`src/rtl/arb_pkg.sv`:
```
package arb_pkg;
   localparam int unsigned NREQ     = 3;
   localparam int unsigned IDX_HOST = 0;
   localparam int unsigned IDX_DISP = 1;
   localparam int unsigned IDX_GFX  = 2;
endpackage

```
`src/rtl/arb_interval_timer.sv`:
```
module arb_interval_timer #(
   parameter int unsigned PERIOD = 42
) (
   input  logic clk,
   input  logic rst_n,
   output logic tick
);
   localparam int unsigned CW = (PERIOD > 1) ? $clog2(PERIOD) : 1;
   localparam logic [CW-1:0] LAST = CW'(PERIOD - 1);

   generate
      if (PERIOD < 2) begin : g_bad_period
         $error("arb_interval_timer: PERIOD must be at least 2");
      end
   endgenerate

   logic [CW-1:0] cnt;

   always_ff @(posedge clk) begin
      if (!rst_n)           cnt <= '0;
      else if (cnt == LAST) cnt <= '0;
      else                  cnt <= cnt + 1'b1;
   end

   assign tick = (cnt == LAST);


   tick_spacing_chk: assert property (@(posedge clk) disable iff (!rst_n)
      tick |=> !tick);


   cnt_range_chk: assert property (@(posedge clk) disable iff (!rst_n)
      cnt <= LAST);
endmodule

```
`src/rtl/arb_host_boost.sv`:
```
module arb_host_boost #(
   parameter int unsigned PRIO_W = 3
) (
   input  logic              clk,
   input  logic              rst_n,
   input  logic              tick,
   input  logic              slave_done,
   input  logic [PRIO_W-1:0] std_pri,
   input  logic [PRIO_W-1:0] alt_pri,
   output logic [PRIO_W-1:0] eff_pri
);
   logic boosted;

   always_ff @(posedge clk) begin
      if (!rst_n)          boosted <= 1'b0;
      else if (tick)       boosted <= 1'b1;
      else if (slave_done) boosted <= 1'b0;
   end

   assign eff_pri = boosted ? alt_pri : std_pri;


   boost_set_chk: assert property (@(posedge clk) disable iff (!rst_n)
      tick |=> boosted);


   boost_clear_chk: assert property (@(posedge clk) disable iff (!rst_n)
      (slave_done && !tick) |=> !boosted);


   boost_keep_chk: assert property (@(posedge clk) disable iff (!rst_n)
      (boosted && !slave_done) |=> boosted);
endmodule

```
`src/rtl/arb_level_sel.sv`:
```
module arb_level_sel #(
   parameter int unsigned PRIO_W = 3
) (
   input  logic              cont,
   input  logic [PRIO_W-1:0] first_pri,
   input  logic [PRIO_W-1:0] cont_pri,
   output logic [PRIO_W-1:0] eff_pri
);
   assign eff_pri = cont ? cont_pri : first_pri;
endmodule

```
`src/rtl/arb_pick.sv`:
```
module arb_pick
   import arb_pkg::*;
#(
   parameter int unsigned PRIO_W = 3
) (
   input  logic [NREQ-1:0]   req,
   input  logic [PRIO_W-1:0] pri [NREQ],
   output logic [NREQ-1:0]   win
);
   logic [PRIO_W-1:0] best;
   logic              found;

   always_comb begin
      win   = '0;
      best  = '0;
      found = 1'b0;
      for (int i = 0; i < NREQ; i++) begin
         if (req[i] && (!found || pri[i] > best)) begin
            found = 1'b1;
            best  = pri[i];
            win   = '0;
            win[i] = 1'b1;
         end
      end
   end
endmodule

```
`src/rtl/prio_bus_arbiter.sv`:
```
module prio_bus_arbiter
   import arb_pkg::*;
#(
   parameter int unsigned PRIO_W = 3,
   parameter int unsigned PERIOD = 42
) (
   input  logic              clk,
   input  logic              rst_n,
   input  logic              req_host,
   input  logic              req_disp,
   input  logic              req_gfx,
   input  logic              disp_cont,
   input  logic              gfx_cont,
   input  logic              cycle_done,
   input  logic              host_slave_done,
   input  logic [PRIO_W-1:0] disp_first_pri,
   input  logic [PRIO_W-1:0] disp_cont_pri,
   input  logic [PRIO_W-1:0] gfx_first_pri,
   input  logic [PRIO_W-1:0] gfx_cont_pri,
   input  logic [PRIO_W-1:0] host_std_pri,
   input  logic [PRIO_W-1:0] host_alt_pri,
   output logic [NREQ-1:0]   grant,
   output logic [PRIO_W-1:0] host_eff_pri
);
   generate
      if (PRIO_W < 1) begin : g_bad_width
         $error("prio_bus_arbiter: PRIO_W must be at least 1");
      end
   endgenerate

   logic [NREQ-1:0]   req;
   logic [NREQ-1:0]   cont_vec;
   logic [PRIO_W-1:0] first_arr [NREQ];
   logic [PRIO_W-1:0] cont_arr  [NREQ];
   logic [PRIO_W-1:0] eff       [NREQ];
   logic [NREQ-1:0]   win;
   logic              tick;
   logic              arb_en;

   assign req[IDX_HOST]       = req_host;
   assign req[IDX_DISP]       = req_disp;
   assign req[IDX_GFX]        = req_gfx;
   assign cont_vec[IDX_HOST]  = 1'b0;
   assign cont_vec[IDX_DISP]  = disp_cont;
   assign cont_vec[IDX_GFX]   = gfx_cont;
   assign first_arr[IDX_HOST] = '0;
   assign first_arr[IDX_DISP] = disp_first_pri;
   assign first_arr[IDX_GFX]  = gfx_first_pri;
   assign cont_arr[IDX_HOST]  = '0;
   assign cont_arr[IDX_DISP]  = disp_cont_pri;
   assign cont_arr[IDX_GFX]   = gfx_cont_pri;

   arb_interval_timer #(.PERIOD(PERIOD)) u_timer (
      .clk  (clk),
      .rst_n(rst_n),
      .tick (tick)
   );

   arb_host_boost #(.PRIO_W(PRIO_W)) u_boost (
      .clk       (clk),
      .rst_n     (rst_n),
      .tick      (tick),
      .slave_done(host_slave_done),
      .std_pri   (host_std_pri),
      .alt_pri   (host_alt_pri),
      .eff_pri   (host_eff_pri)
   );

   assign eff[IDX_HOST] = host_eff_pri;

   genvar gi;
   generate
      for (gi = 1; gi < NREQ; gi++) begin : g_engine
         arb_level_sel #(.PRIO_W(PRIO_W)) u_sel (
            .cont     (cont_vec[gi]),
            .first_pri(first_arr[gi]),
            .cont_pri (cont_arr[gi]),
            .eff_pri  (eff[gi])
         );
      end
   endgenerate

   arb_pick #(.PRIO_W(PRIO_W)) u_pick (
      .req(req),
      .pri(eff),
      .win(win)
   );

   assign arb_en = (grant == '0) || cycle_done;

   always_ff @(posedge clk) begin
      if (!rst_n)      grant <= '0;
      else if (arb_en) grant <= win;
   end


   grant_onehot_chk: assert property (@(posedge clk) disable iff (!rst_n)
      $onehot0(grant));


   grant_req_chk: assert property (@(posedge clk) disable iff (!rst_n)
      arb_en |=> ((grant & $past(req)) == grant));


   grant_hold_chk: assert property (@(posedge clk) disable iff (!rst_n)
      (grant != '0 && !cycle_done) |=> $stable(grant));


   idle_release_chk: assert property (@(posedge clk) disable iff (!rst_n)
      (arb_en && req == '0) |=> grant == '0);


   boost_off_chk: assert property (@(posedge clk) disable iff (!rst_n)
      (host_alt_pri == host_std_pri) |-> host_eff_pri == host_std_pri);
endmodule

```
`config.mk`:
```
export PLATFORM = sky130hd
export DESIGN_NAME = prio_bus_arbiter
export DESIGN_NICKNAME = d
export VERILOG_FILES = /design/src/rtl/arb_pkg.sv /design/src/rtl/arb_interval_timer.sv /design/src/rtl/arb_host_boost.sv /design/src/rtl/arb_level_sel.sv /design/src/rtl/arb_pick.sv /design/src/rtl/prio_bus_arbiter.sv
export SDC_FILE = /design/constraint.sdc
export NUM_CORES = 1
export LEC_CHECK = 0
export ABC_AREA = 1
export BUFFER_PORTS_ARGS = -buffer_cell sky130_fd_sc_hd__buf_4
export CORE_ASPECT_RATIO = 1.5
export CORE_MARGIN = 8
export CORE_UTILIZATION = 35
export CTS_BUF_LIST = sky130_fd_sc_hd__clkbuf_4 sky130_fd_sc_hd__clkbuf_8
export DETAILED_ROUTE_END_ITERATION = 10
export SLEW_MARGIN = 0
export SYNTH_ARGS = -nofsm -noshare
export SYNTH_HDL_FRONTEND = slang
export SYNTH_SLANG_ARGS = --single-unit
```
`constraint.sdc`:
```
create_clock -name clk -period 2.86 [get_ports clk]
set_clock_uncertainty 0.1 [all_clocks]
set_input_delay 0.572 -clock clk [delete_from_list [all_inputs] [get_ports clk]]
set_output_delay 0.572 -clock clk [all_outputs]
set_load 0.01 [all_outputs]
```
==> impl_metrics.env <==
export IMPL_outcome="complete, no violations"
export IMPL_drt_first_pass_iters=4
export IMPL_fp_dieW_um=53.0
export IMPL_hp_class="reg2reg"
export IMPL_cp_cell_sequence="buf_4, mux2_2, ha_1, nand3_1, nand2_1, nand2_1, nand2_2, nand2_2, nand2_1, o21ai_0, ha_1, nand3_1, nand2_1, nand2_1, a21oi_2, nor2_1, nor2_1, nor2_1"
export IMPL_vias=808
export IMPL_post_drt_via_cell_ratio=4.93
export IMPL_cellPowerDensity_nw_per_um2=363
export IMPL_diodes=0
export IMPL_finalCritPeriodShare_pct=91.8
export IMPL_wl_met2_um=901
export IMPL_ys_seq_area_share_pct=27.8
export IMPL_ioPinCount=33
export IMPL_cts_tree="yes"
export IMPL_setup_tns_ps=0
export IMPL_track_usage_pct=11.0
export IMPL_die_h_um=71.5
export IMPL_synth_cell_types=21
export IMPL_nNetsFinal=179
export IMPL_gr_total_overflow=0
export IMPL_startpoint_type="input port"
export IMPL_die_area_sq_um=3790
export IMPL_core_region_area_sq_um=1980
export IMPL_root_buffer="clkbuf_4"
export IMPL_numCtsBuffers=3
export IMPL_utilization_pct=53.4
export IMPL_hold_depth=1
export IMPL_cp_startpoint="disp_cont"
export IMPL_hold_buffers=0
export IMPL_ir_drop_uv=239
export IMPL_worst_pin_slew_ps=226
export IMPL_slew_headroom_pct=84.5
export IMPL_pre_cts_ws_ps=-82.2
export IMPL_final_hold_violation_count=0
export IMPL_synth_warnings=0
export IMPL_finalSetupViolations=0
export IMPL_grt_pass1_wl_mm=3.34
export IMPL_endpoint="grant[1]"
export IMPL_r2r_start="u_boost.boosted"
export IMPL_total_power_w=0.000383
export IMPL_reg2reg_slack_ps=300
export IMPL_r2r_worst_path_cells=20
export IMPL_portBuffers=32
export IMPL_antenna_left=0
export IMPL_worstSetupPathType="in2reg"
export IMPL_cpMostUsedCell="nand2_1"
export IMPL_setup_ws_ps=234
export IMPL_critPathBufInv=1
export IMPL_insertion_delay_ps=270
export IMPL_arrival_ps=2680
export IMPL_antenna_found_initial=0
export IMPL_synthCells=103
export IMPL_min_period_ps=2630
export IMPL_timing_hold_ws_ps=373
export IMPL_synth_area_per_cell_sq_um=6.98
export IMPL_cts_max_level=1
export IMPL_clkTransAtPathRegs_ps=60
export IMPL_clock_fmax_mhz=381
export IMPL_drt_met1_wl_um=754
export IMPL_max_cap_violations=0
export IMPL_routed_wirelength_mm=1.91
export IMPL_area_growth_pct=46.6
export IMPL_syn_area_sq_um=719
export IMPL_slowest_delay_ps=340
export IMPL_drive_gt1_share_pct=33.8
export IMPL_grt_pass1_vias=821
export IMPL_end_kind="flop"
export IMPL_met3_length_um=214
export IMPL_clkSinkCount=10
export IMPL_wl_per_cell_um=11.7
export IMPL_grt_max_degree=8
export IMPL_drc=0
export IMPL_reg2reg_to="grant[1]"
export IMPL_critical_path_top_delay_family="simple AND/OR/NAND/NOR gates"
export IMPL_p_leak_nw=0.527
export IMPL_cp_slowest_cell="mux2_2"
export IMPL_critPathRequiredTime_ps=2910
export IMPL_hpwl_mm=1.65
export IMPL_clockBufferDepth=2
export IMPL_top_layer="met4"
export IMPL_rows=20
export IMPL_gp_congestion=0.769
export IMPL_drt_iter0_drc=5
export IMPL_slew_violations=0
export IMPL_rsz0062_at_grt="false"
export IMPL_path_max_fanout=7
export IMPL_path_depth=18
export IMPL_yosys_register_bits=10
export IMPL_synth_nets=138
export IMPL_initial_core_util_pct=36.4
[where the power goes]
part	switching (W)	internal, W	total (W)	leakage, nW
Sequential	0.00000598	0.000148	0.000154	0.0817
Combinational	0.0000623	0.0000736	0.000136	0.432
Clock	0.0000453	0.0000485	0.0000938	0.0138
[synth_stat cells]
master | n | share of area, %
mux2_2 | 4 | 6.3
clkinv_1 | 1 | 0.52
dfxtp_1 | 10 | 28
o21ai_0 | 3 | 2.1
nand2_1 | 28 | 15
o211ai_1 | 1 | 1.0
nand4_1 | 1 | 0.87
nor3b_1 | 2 | 2.1
a21oi_1 | 7 | 4.9
ha_1 | 8 | 14
nor2_1 | 10 | 5.2
a31oi_1 | 1 | 0.87
or2_2 | 1 | 0.87
nand2_2 | 1 | 0.87
nand3_1 | 8 | 5.6
mux2i_1 | 2 | 2.8
or2_1 | 1 | 0.87
inv_1 | 11 | 5.7
xnor2_1 | 1 | 1.2
a21oi_2 | 1 | 1.2
nor3_1 | 1 | 0.69
[per-layer routing]
| layer | track usage [%] | vias to the layer above |
|---|---|---|
| li1 | - | 421 |
| met5 | 0 | - |
| met4 | 6.07 | 0 |
| met2 | 18.8 | 31 |
| met3 | 4.14 | 5 |
| met1 | 10.6 | 351 |
[layout by cell type, fill, tap and decap left out, types with 2 or more instances in the layout]
master,count
mux2i_1,2
inv_1,11
nand3_1,8
mux2_2,4
ha_1,7
a21oi_1,7
nor3b_1,2
dfxtp_1,10
clkbuf_4,3
buf_4,36
nand2_1,27
nor2_1,10
o21ai_0,3
nand2_2,2
[cell families (layout without fill, tap and decap cells)]
logic type,count (synthesis),in the layout,synth area share (%)
AO/OA/AOI/OAI,13,13,10.1
XOR/XNOR,1,1,1.22
adder cells (fa/ha/maj),8,8,13.9
buffers and inverters,12,51,6.26
flip-flops,10,10,27.8
multiplexers,6,6,9.04
AND/OR/NAND/NOR,53,53,31.7
[repair_timing]
| item | 4_1_cts | 5_1_grt |
|---|---|---|
| resized for setup | 0 | 2 |
| endpoints found under the setup margin | 0 | 2 |
| buffers inserted | 0 | 1 |
[flip-flops by register name (all words and copies together) (netlist names)]
name / flops
u_timer.cnt: 6
u_boost.boosted: 1
grant: 3
[per-stage QoR]
stage	instances	area (sq um)
floorplan	103	719
global placement	160	1010
detailed placement	160	1010
CTS	163	1030
global route	164	1050
finish	164	1050
[worst min-delay path by stage]
stage                     endpoint  slack (ps)           start
finish              u_timer.cnt[0]         370  u_timer.cnt[0]
CTS                 u_timer.cnt[0]         380  u_timer.cnt[0]
global placement    u_timer.cnt[0]         350  u_timer.cnt[0]
floorplan           u_timer.cnt[0]         330  u_timer.cnt[0]
global route        u_timer.cnt[0]         420  u_timer.cnt[0]
detailed placement  u_timer.cnt[0]         360  u_timer.cnt[0]
[area by class of cell]
cell class | count | area (sq um)
clock buffers | 3 | 22.5
flip-flops and latches | 10 | 200
fillers | 215 | 922
multi-input cells | 81 | 489
well taps | 22 | 27.5
repair buffers | 36 | 270
inverters | 12 | 45.0
(Power assumes the default switching activity.)
